$ cat src/rtl/ca_parity_guard.sv
module ca_parity_guard #(
  parameter int AW  = 17,
  parameter int BGW = 2,
  parameter int BAW = 2,
  parameter int RCW = 10,
  parameter int CCW = 6
) (
  input  logic           clk,
  input  logic           rst_n,
  input  logic           par_en,
  input  logic [RCW-1:0] recov_cycles,
  input  logic [CCW-1:0] crc_cycles,
  input  logic           cs_n,
  input  logic           act_n,
  input  logic [AW-1:0]  addr,
  input  logic [BGW-1:0] bg,
  input  logic [BAW-1:0] ba,
  input  logic           par_in,
  input  logic           crc_err,
  input  logic           clr,
  output logic           out_valid,
  output logic           out_act_n,
  output logic [AW-1:0]  out_addr,
  output logic [BGW-1:0] out_bg,
  output logic [BAW-1:0] out_ba,
  output logic           alert_n,
  output logic           err_flag,
  output logic           err_act_n,
  output logic [AW-1:0]  err_addr,
  output logic [BGW-1:0] err_bg,
  output logic [BAW-1:0] err_ba
);

  logic [RCW-1:0] rec_cnt;
  logic [CCW-1:0] crc_cnt;

  wire odd  = ^{act_n, addr, bg, ba, par_in};
  wire busy = |rec_cnt;
  wire hit  = !cs_n && par_en && odd && !busy;
  wire take = !cs_n && !busy && !(par_en && odd);

  wire [RCW-1:0] rec_load = (recov_cycles == '0) ? RCW'(1) : recov_cycles;
  wire [CCW-1:0] crc_load = (crc_cycles == '0) ? CCW'(1) : crc_cycles;

  assign alert_n = !(busy || (|crc_cnt));

  always_ff @(posedge clk or negedge rst_n) begin
    if (!rst_n)    rec_cnt <= '0;
    else if (hit)  rec_cnt <= rec_load;
    else if (busy) rec_cnt <= rec_cnt - RCW'(1);
  end

  always_ff @(posedge clk or negedge rst_n) begin
    if (!rst_n)                crc_cnt <= '0;
    else if (hit)              crc_cnt <= '0;
    else if (crc_err && !busy) crc_cnt <= crc_load;
    else if (|crc_cnt)         crc_cnt <= crc_cnt - CCW'(1);
  end

  always_ff @(posedge clk or negedge rst_n) begin
    if (!rst_n) begin
      out_valid <= 1'b0;
      out_act_n <= 1'b1;
      out_addr  <= '0;
      out_bg    <= '0;
      out_ba    <= '0;
    end else begin
      out_valid <= take;
      if (take) begin
        out_act_n <= act_n;
        out_addr  <= addr;
        out_bg    <= bg;
        out_ba    <= ba;
      end
    end
  end

  always_ff @(posedge clk or negedge rst_n) begin
    if (!rst_n) begin
      err_flag  <= 1'b0;
      err_act_n <= 1'b0;
      err_addr  <= '0;
      err_bg    <= '0;
      err_ba    <= '0;
    end else if (hit && (!err_flag || clr)) begin
      err_flag  <= 1'b1;
      err_act_n <= act_n;
      err_addr  <= addr;
      err_bg    <= bg;
      err_ba    <= ba;
    end else if (clr) begin
      err_flag  <= 1'b0;
      err_act_n <= 1'b0;
      err_addr  <= '0;
      err_bg    <= '0;
      err_ba    <= '0;
    end
  end

  assert_drop_bad_R3: assert property (@(posedge clk) disable iff (!rst_n)
    (!cs_n && par_en && (^{act_n, addr, bg, ba, par_in}) && alert_n) |=> !out_valid);

  assert_alert_enter_R4: assert property (@(posedge clk) disable iff (!rst_n)
    (!cs_n && par_en && (^{act_n, addr, bg, ba, par_in}) && !busy) |=> (!alert_n && err_flag));

  assert_recovery_hold_R4: assert property (@(posedge clk) disable iff (!rst_n)
    (rec_cnt > RCW'(1)) |=> !alert_n);

  assert_busy_drop_R5: assert property (@(posedge clk) disable iff (!rst_n)
    busy |=> !out_valid);

  assert_disabled_quiet_R6: assert property (@(posedge clk) disable iff (!rst_n)
    (!par_en && !cs_n && alert_n && !crc_err) |=> (out_valid && alert_n));

  assert_flag_sticky_R9: assert property (@(posedge clk) disable iff (!rst_n)
    (err_flag && !clr) |=> err_flag);

  assert_capture_hold_R10: assert property (@(posedge clk) disable iff (!rst_n)
    (err_flag && !clr) |=> ($stable(err_addr) && $stable(err_bg) && $stable(err_ba)));

endmodule

$ cat config.mk
export PLATFORM = sky130hd
export DESIGN_NAME = ca_parity_guard
export DESIGN_NICKNAME = d
export VERILOG_FILES = /design/src/rtl/ca_parity_guard.sv
export SDC_FILE = /design/constraint.sdc
export NUM_CORES = 1
export LEC_CHECK = 0
export BUFFER_PORTS_ARGS = -buffer_cell sky130_fd_sc_hd__buf_2
export CELL_PAD_IN_SITES_DETAIL_PLACEMENT = 1
export CELL_PAD_IN_SITES_GLOBAL_PLACEMENT = 1
export CORE_MARGIN = 2
export CORE_UTILIZATION = 25
export DETAILED_ROUTE_END_ITERATION = 6
export PLACE_DENSITY_LB_ADDON = 0.1
export SYNTH_ARGS = -nofsm -noshare
export SYNTH_HDL_FRONTEND = slang
export SYNTH_SLANG_ARGS = --single-unit
$ cat constraint.sdc
create_clock -name clk -period 3.75 [get_ports clk]
set_input_delay 0.1875 -clock clk [delete_from_list [all_inputs] [get_ports clk]]
set_output_delay 0.1875 -clock clk [all_outputs]
set_load 0.05 [all_outputs]
==> metrics, run 1 <==
RSZ-0062 raised after global routing=false; dpl cell area=~0.0038 mm2; share of layout cells above drive strength 1=0.467; Data arrival, critical path=3.02 ns; Slew @ Worst Pin=~0.84 ns; hold slack final=~0.11 ns; final setup violation count=0; Switching Fraction=0.339; Max Slew Vio Count=0; clock network power share=0.353; Max VDD drop=about 0.29 mV; final setup TNS=0 ns; CTS buffer count=9; largest net degree at the start of global routing=35; Max FO, Critical Path=15; Yosys Warn Count=0; die height=117 um; Synth area leader=dfrtp_1; Post-synth top flop=dfrtp_1; Synth top area share=0.481; first-pass GRT wire length=about 13,000 um; drc violations=0; FMAX=around 360 MHz; CTS tree=done; Flop pwr share=0.353; met3 Use GR=0.0649; Pwr per Cell Area=618 mW/mm2; antenna violations before repair=0; root buf cell=clkbuf_16; mapped cell area=about 0.0032 mm2; Syn Nets=307; Final Cell Area=slightly above 0.004 mm2; CP max stage delay=roughly 0.7 ns; die width=about 120 um; row count=41; register area=~0.0016 mm2; DR vias=around 2.3k; syn_area_per_cell=between 10 and 15 um2; most frequent cells in the layout=buf_2, dfrtp_1, mux2_2; die area=0.0136 mm2; Fill cells=~1.4k; Via density=between 4 and 5; Starting Density=0.254; P_leak=between 0.0015 and 0.002 uW; post-synthesis sequential area ratio=0.489; area of the multi-input gates=around 0.0015 mm2; dominant cells by area after synthesis=dfrtp_1, mux2_2, xnor2_1; Worst setup EP type=flip-flop; outcome=completed; CP Launch Type=flip-flop; Period minus WS final=between 2 and 3 ns; antenna cells=0; Final #Nets=slightly above 400; antenna viol nets, final=0; clk_skew=between 0.008 and 0.009 ns; WS Path Type=flip-flop to flip-flop; cell at the slowest stage of the critical path=nor4b_4; Max-cap violations=0; Switch Pwr=870 uW; GRT Util Overall=0.134; Critical Path RT=3.97 ns; worst reg-to-reg path cell count=6; routed len/inst=~16 um; H-tree Lvls=3; PnR worst setup slack=about 0.94 ns; First-pass DRT Iterations=4; Hold Path Class=input port to flip-flop; drt initial violations=37; Place WS=between 0.8 and 0.9 ns; GR Overflow Total=0; Rel. slew slack=0.440; number of flops mapped to enable cells by yosys=0; GRT met2 Usage=0.207; layout overhead on the synthesized area=30.6%; cells along the critical path=nor4_1 > and2_2 > nand2_2 > nor4b_4 > buf_12 > mux2_2; number of synthesized register bits=62; I/O Buffers=91; core area=roughly 0.013 mm2; vias in the first global route=~2.5k; Hold Path Depth=2; Pint=1700 uW; global placer's final weighted congestion=roughly 0.7; post-synth cell types=40; IO Pins=approximately 90; Final Cycle Share=0.749; commonest non-fill, non-tap cell in the layout=buf_2; DRT Wirelength=between 8000 and 9000 um; most used routing layer=met2; M1 GR Usage=0.167; post-DP HPWL=6020 um; clock buffer depth=2; Num Clock Sinks=62; power share of the combinational group=0.294; final hold vios=0; clk_lat worst skew=approximately 0.34 ns; async set or reset register ratio after synthesis=1.00; post-synthesis instance total=between 200 and 300; Reg clk slew, reported paths=~0.050 ns
-- state kept, by name, summed over array words and instances (netlist names) --
register,flops
out_act_n,1
out_addr,17
err_addr,17
err_flag,1
err_ba,2
rec_cnt,10
err_bg,2
out_bg,2
crc_cnt,6
err_act_n,1
out_valid,1
out_ba,2
-- worst max-delay path, delay by kind of cell, from the launching register on --
family / cells / cell delay, ns
AND/OR/NAND/NOR: 4 / 1.68
buffers and inverters: 1 / 0.23
multiplexers: 1 / 0.34
flip-flops: 1 / 0.42
-- path summary, 6_finish.rpt --
kind | startpoint | slack (ns) | endpoint
min in group asynchronous | rst_n | 0.51 | out_addr[2]$_DFFE_PN0P_
min reg2reg | out_bg[0]$_DFFE_PN0P_ | 0.50 | out_bg[0]$_DFFE_PN0P_
max in group asynchronous | rst_n | 2.30 | out_act_n$_DFFE_PN1P_
max | rec_cnt[2]$_DFFE_PN0P_ | 0.94 | err_addr[16]$_DFFE_PN0P_
max reg2reg | rec_cnt[2]$_DFFE_PN0P_ | 0.94 | err_addr[16]$_DFFE_PN0P_
min | recov_cycles[4] | 0.11 | rec_cnt[4]$_DFFE_PN0P_
-- kinds of logic after synthesis --
kind of cell,synth area share
adders and majority gates,0.0158
DFF,0.489
xor gates and xnor gates,0.108
and+or+nand+nor,0.147
AOI/OAI and AO/OA,0.0512
buffers and inverters,0.0260
muxes,0.163
-- per-stage QoR --
| step | total power, uW | util | instances |
|---|---|---|---|
| after floorplan | 1480 | - | 258 |
| after global placement | 1670 | 0.305 | 515 |
| after detailed placement | 1680 | 0.305 | 515 |
| after CTS | 2620 | 0.332 | 532 |
| after global routing | 2730 | 0.332 | 532 |
| final | 2570 | 0.332 | 532 |
-- synthesized netlist by cell type, types with 2 or more instances --
library cell   n
a211oi_1       4
a21oi_1        6
and2_2         2
buf_1          2
buf_6          4
clkbuf_1       4
dfrtp_1       61
ha_1           4
inv_1          4
mux2_2        46
nand2_1       10
nand3_1        7
nand4_1        5
nor2_1         9
nor2b_1       25
nor3_1         7
nor4_1         3
nor4b_4        2
o21ai_0        7
or2_2          2
xnor2_1       19
xnor3_1        2
xor2_1         6
-- metal layers --
metal / routed length, um / up-vias
met4: 108 / 0
met1: 3750 / 1150
met5: 0 / -
met2: 3880 / 63
met3: 648 / 8
li1: - / 1091
-- cell type report --
cell class              instances  area share
flip-flops and latches         62       0.374
repair buffers                 96       0.122
inverters                       4     0.00362
clock inverters                 3      0.0163
multi-input cells             182       0.371
well taps                     172      0.0519
clock buffers                  13      0.0603
-- power groups by stage --
stage          Clock, uW  Sequential [uW]  Combinational [uW]
6_report             905              905                 755
3_5_place_dp           0              916                 768
5_1_grt              965              927                 834
3_3_place_gp           0              915                 755
4_1_cts              940              908                 773
2_1_floorplan          0             1050                 423
-- timing repair --
action                                 in CTS  in global routing
setup endpoints to repair                   0                  0
endpoints found under the hold margin      33                  0
buffers inserted                            0                  0
resized for setup                           0                  0
hold buffers                                1                  0
No activity file was read; power rests on OpenSTA's default activity.
==> run 2: changes to the inputs <==
Clock period 3.75 ns to 2.7 ns, I/O delays scaled along.
==> run 2 against run 1 <==
Effect of this change: total power increased by 41%; setup slack lost 0.67 ns; sequential share of layout area decreased by 0.53 points; cell count grew 0.94%; first-iteration DRC count rose by 100%; via count increased by 0.69%; hold slack got worse by 0.057 ns; wire length grew 1.4%; largest cell class unchanged.
==> metrics, run 2 (synthesis results as in run 1) <==
FMAX=412 MHz (was 356 MHz); I/O Buffers=91 (unchanged); routed len/inst=15.8 um (about the same); WS Path Type=flip-flop to flip-flop (unchanged); drt initial violations=74 (was 37); first-pass GRT wire length=13,900 um (was 13,500 um); Max FO, Critical Path=13 (was 15); hold slack final=0.0511 ns (was 0.108 ns); Period minus WS final=2.42 ns (was 2.81 ns); clock buffer depth=2 (unchanged); core area=0.0125 mm2 (unchanged); CTS resizes=0 (unchanged); Final #Nets=409 (was 404); H-tree Lvls=3 (unchanged); Num Clock Sinks=62 (unchanged); largest net degree at the start of global routing=63 (was 35); DR vias=2,328 (was 2,312); GRT Util Overall=0.136 (was 0.134); row count=41 (unchanged); Via density=4.34 (was 4.35); CTS tree=done (unchanged); IO Pins=92 (unchanged); Pint=2400 uW (was 1700 uW); Max-cap violations=0 (unchanged); post-DP HPWL=6100 um (was 6020 um); clk_lat worst skew=0.33 ns (was 0.34 ns); outcome=completed (unchanged); commonest non-fill, non-tap cell in the layout=buf_2 (unchanged); final setup TNS=0 ns (unchanged); CTS buffer count=9 (unchanged); antenna cells=0 (unchanged); root buf cell=clkbuf_16 (unchanged); Switch Pwr=1210 uW (was 870 uW); clk_skew=0.00469 ns (was 0.00834 ns); First-pass DRT Iterations=4 (unchanged); r2r setup slk=0.28 ns (was 0.94 ns); Final Cycle Share=0.898 (was 0.749); CP max stage delay=0.49 ns (was 0.71 ns); Pwr per Cell Area=858 mW/mm2 (was 618 mW/mm2); Worst Setup EP=err_addr[9]$_DFFE_PN0P_ (was err_addr[16]$_DFFE_PN0P_); final setup violation count=0 (unchanged); GR Overflow Total=0 (unchanged); Starting Density=0.254 (unchanged); Critical Path RT=2.91 ns (was 3.97 ns); RSZ-0062 raised after global routing=false (unchanged); cell at the slowest stage of the critical path=nor4_1 (was nor4b_4); worst reg-to-reg path cell count=6 (unchanged); Slew @ Worst Pin=0.550 ns (was 0.839 ns); DRT Wirelength=8510 um (was 8390 um); Worst setup EP type=flip-flop (unchanged); R2R Path End=err_addr[9]$_DFFE_PN0P_ (was err_addr[16]$_DFFE_PN0P_); clock network power share=0.353 (about the same); power share of the combinational group=0.299 (was 0.294); layout overhead on the synthesized area=32.5% (was 30.6%); P_leak=0.00203 uW (was 0.00200 uW); final hold vios=0 (unchanged); critical path launch point=rec_cnt[2]$_DFFE_PN0P_ (unchanged); Reg clk slew, reported paths=0.05 ns (about the same); Rel. slew slack=0.633 (was 0.440); antenna violations before repair=0 (unchanged); most frequent cells in the layout=buf_2, dfrtp_1, mux2_2 (unchanged); global placer's final weighted congestion=0.822 (was 0.717); Switching Fraction=0.334 (was 0.339); CP Launch Type=flip-flop (unchanged); die area=0.0136 mm2 (unchanged); Hold Path Class=input port to flip-flop (unchanged); Final Cell Area=0.00421 mm2 (was 0.00415 mm2); Data arrival, critical path=2.64 ns (was 3.02 ns); Flop pwr share=0.348 (was 0.353); share of layout cells above drive strength 1=0.477 (was 0.467); vias in the first global route=2,630 (was 2,463); die width=117 um (unchanged); drc violations=0 (unchanged); Hold Path Depth=2 (unchanged); largest registers=err_addr: 17 flops, out_addr: 17 flops, rec_cnt: 10 flops (unchanged); die height=117 um (unchanged); antenna viol nets, final=0 (unchanged); r2r startpoint=rec_cnt[2]$_DFFE_PN0P_ (unchanged); Max VDD drop=0.329 mV (was 0.286 mV); Max Slew Vio Count=0 (unchanged); dpl cell area=0.00387 mm2 (was 0.00382 mm2); cells along the critical path=nor4_1 > and2_2 > nand2_2 > nor4b_4 > buf_4 > mux2_2 (was nor4_1 > and2_2 > nand2_2 > nor4b_4 > buf_12 > mux2_2)
-- run 2: layout make-up --
cell class	count	area, um2
Clock buffer	13	260
Inverter	4	15.0
Timing Repair Buffer	101	558
Tap cell	172	215
Multi-Input combinational cell	182	1540
Fill cell	1428	8310
Clock inverter	3	67.6
Sequential cell	62	1550
-- run 2: worst min path at each step --
stage | startpoint | endpoint | slack (ns)
final | recov_cycles[4] | rec_cnt[4]$_DFFE_PN0P_ | 0.05
after global routing | recov_cycles[4] | rec_cnt[4]$_DFFE_PN0P_ | 0.06
after CTS | recov_cycles[4] | rec_cnt[4]$_DFFE_PN0P_ | 0.04
after detailed placement | rst_n | crc_cnt[2]$_DFFE_PN0P_ | 0.19
after global placement | rst_n | crc_cnt[2]$_DFFE_PN0P_ | 0.19
after floorplan | rst_n | crc_cnt[0]$_DFFE_PN0P_ | -0.16
-- run 2: metal layers --
layer	vias to the layer above	global-route usage	wire, um
met5	-	0	0
met4	0	0.0518	148
met3	13	0.0524	626
met2	67	0.223	4000
met1	1145	0.162	3740
li1	1103	-	-
-- run 2: what timing repair did --
action / CTS / global route
buffers inserted: 0 / 0
hold buffers: 1 / 0
endpoints found under the hold margin: 61 / 0
-- run 2: power by group through the flow --
stage	combinational, uW	sequential (uW)	clock (uW)
2_1_floorplan	588	1460	0
3_3_place_gp	1070	1270	0
3_5_place_dp	1090	1280	0
4_1_cts	1100	1260	1330
5_1_grt	1190	1290	1350
6_report	1080	1260	1270
-- run 2: critical path: cells and delay by family (launching register included) --
| family | cells | cell delay (ns) |
|---|---|---|
| multiplexers | 1 | 0.36 |
| buffers and inverters | 1 | 0.28 |
| flip-flops | 1 | 0.42 |
| AND/OR/NAND/NOR | 4 | 1.25 |
-- run 2: per-stage QoR --
| step | power, uW | cells | utilization | setup slack, ns |
|---|---|---|---|---|
| CTS | 3690 | 537 | 0.336 | 0.253 |
| global route | 3830 | 537 | 0.336 | 0.100 |
| global placement | 2350 | 520 | 0.309 | 0.170 |
| detailed placement | 2370 | 520 | 0.309 | 0.173 |
| finish | 3610 | 537 | 0.336 | 0.276 |
| floorplan | 2050 | 258 | - | 0.441 |
==> run 3: changes to the inputs <==
Settings changed: CORE_UTILIZATION 25 to 41.
==> run 3 against run 2 <==
Effect of this change: via count increased by 0.39%; clock skew increased by 0.0013 ns; hold slack improved by 0.0025 ns; die area decreased by 38%; cell count decreased by 13%; flip-flop and latch count unchanged; design area decreased by 5.0%; largest cell class unchanged.
==> metrics, run 3 (synthesis results as in run 1) <==
outcome=completed (unchanged); Final #Nets=407 (was 409); Rel. slew slack=0.570 (was 0.633); FMAX=417 MHz (was 412 MHz); die height=92.0 um (was 117 um); largest registers=err_addr: 17 flops, out_addr: 17 flops, rec_cnt: 10 flops (unchanged); Worst setup EP type=flip-flop (unchanged); Switch Pwr=1160 uW (was 1210 uW); CTS buffer count=9 (unchanged); Switching Fraction=0.356 (was 0.334); Power Total=3250 uW (was 3610 uW); Max FO, Critical Path=12 (was 13); Final Util=0.526 (was 0.336); commonest non-fill, non-tap cell in the layout=buf_2 (unchanged); die width=92.0 um (was 117 um); antenna violations before repair=0 (unchanged); RSZ-0062 raised after global routing=false (unchanged); first-pass GRT wire length=13,000 um (was 13,900 um); Max Slew Vio Count=0 (unchanged); Slew @ Worst Pin=0.645 ns (was 0.550 ns); Via density=5.03 (was 4.34); DR vias=2,337 (was 2,328); clock network power share=0.290 (was 0.353); register area=0.00155 mm2 (unchanged); CP Launch Type=flip-flop (unchanged); final setup violation count=0 (unchanged); First-pass DRT Iterations=4 (unchanged); die area=0.00847 mm2 (was 0.0136 mm2); GR Overflow Total=0 (unchanged); Hold Path Depth=2 (unchanged); most frequent cells in the layout=buf_2, dfrtp_1, mux2_2 (unchanged); CTS resizes=0 (unchanged); worst reg-to-reg path cell count=6 (unchanged); IO Pins=92 (unchanged); Max VDD drop=0.310 mV (was 0.329 mV); power share of the combinational group=0.322 (was 0.299); # Post-CTS Setup Buffers=0 (unchanged); antenna cells=0 (unchanged); clock buffer depth=2 (unchanged); Critical Path RT=2.91 ns (about the same); Pint=2090 uW (was 2400 uW); H-tree Lvls=3 (unchanged); layout overhead on the synthesized area=25.9% (was 32.5%); Data arrival, critical path=2.62 ns (was 2.64 ns); global placer's final weighted congestion=0.839 (was 0.822); Max-cap violations=0 (unchanged); Flop pwr share=0.388 (was 0.348); share of layout cells above drive strength 1=0.479 (was 0.477); I/O Buffers=91 (unchanged); Pwr per Cell Area=812 mW/mm2 (was 858 mW/mm2); Starting Density=0.418 (was 0.254); Num Clock Sinks=62 (unchanged); largest net degree at the start of global routing=52 (was 63); Reg clk slew, reported paths=0.07 ns (was 0.05 ns); drc violations=0 (unchanged); Period minus WS final=2.40 ns (was 2.42 ns); DRT Wirelength=7780 um (was 8510 um); Fill cells=844 (was 1,428); final hold vios=0 (unchanged); drt initial violations=52 (was 74); clk_skew=0.00597 ns (was 0.00469 ns); row count=32 (was 41); P_leak=0.00198 uW (was 0.00203 uW); clk_lat worst skew=0.33 ns (about the same); root buf cell=clkbuf_8 (was clkbuf_16); Hold Path Class=input port to flip-flop (unchanged); post-DP HPWL=5760 um (was 6100 um); Hold Buf Count CTS=1 (unchanged); vias in the first global route=2,533 (was 2,630); core area=0.00761 mm2 (was 0.0125 mm2); WS Path Type=flip-flop to flip-flop (unchanged); CTS tree=done (unchanged); routed len/inst=16.7 um (was 15.8 um); Final Cycle Share=0.889 (was 0.898); final setup TNS=0 ns (unchanged); antenna viol nets, final=0 (unchanged); area of the multi-input gates=0.00154 mm2 (unchanged); GRT Util Overall=0.197 (was 0.136)
run 3: worst paths after layout:
check                      slack, ns                       to                    start
setup / recovery                0.30  err_addr[0]$_DFFE_PN0P_   rec_cnt[2]$_DFFE_PN0P_
hold / removal                  0.05   rec_cnt[4]$_DFFE_PN0P_          recov_cycles[4]
setup reg to reg                0.30  err_addr[0]$_DFFE_PN0P_   rec_cnt[2]$_DFFE_PN0P_
hold reg to reg                 0.51  out_addr[6]$_DFFE_PN0P_  out_addr[6]$_DFFE_PN0P_
max in group asynchronous       1.55   crc_cnt[1]$_DFFE_PN0P_                    rst_n
min in group asynchronous       0.21   crc_cnt[2]$_DFFE_PN0P_                    rst_n
run 3: power groups by stage:
| stage | combinational [uW] | clock (uW) | sequential (uW) |
|---|---|---|---|
| 4_1_cts | 1060 | 967 | 1260 |
| 3_3_place_gp | 1020 | 0 | 1270 |
| 2_1_floorplan | 588 | 0 | 1460 |
| 6_report | 1040 | 941 | 1260 |
| 5_1_grt | 1150 | 1010 | 1290 |
| 3_5_place_dp | 1050 | 0 | 1280 |
run 3: final cells by class:
cell class / count / share of cell area
repair buffers: 99 / 0.133
well taps: 102 / 0.0319
multi-input cells: 182 / 0.385
inverters: 4 / 0.00375
clock inverters: 5 / 0.0203
flip-flops and latches: 62 / 0.388
clock buffers: 11 / 0.0378
run 3: per-stage QoR:
stage | hold WS [ns] | std cells | area [um2] | worst slack [ns]
final | 0.0536 | 465 | 4000 | 0.299
after global routing | 0.0618 | 465 | 4000 | 0.140
after CTS | 0.0390 | 465 | 4000 | 0.290
after detailed placement | 0.0453 | 448 | 3760 | 0.165
after global placement | 0.0386 | 448 | 3760 | 0.203
after floorplan | -0.161 | 258 | 3180 | 0.441
run 3: critical path, stage by stage (launching register included):
cell	delay, ns
dfrtp_1	0.43
nor4_1	0.43
and2_2	0.26
nand2_2	0.19
nor4b_4	0.35
buf_4	0.26
mux2_2	0.36
run 3: routing by layer:
metal / wire length, um / up-vias / GRT usage
met5: 0 / - / 0
met4: 66 / 0 / 0.0510
met3: 392 / 6 / 0.0592
met2: 3910 / 58 / 0.325
met1: 3410 / 1176 / 0.253
li1: - / 1097 / -
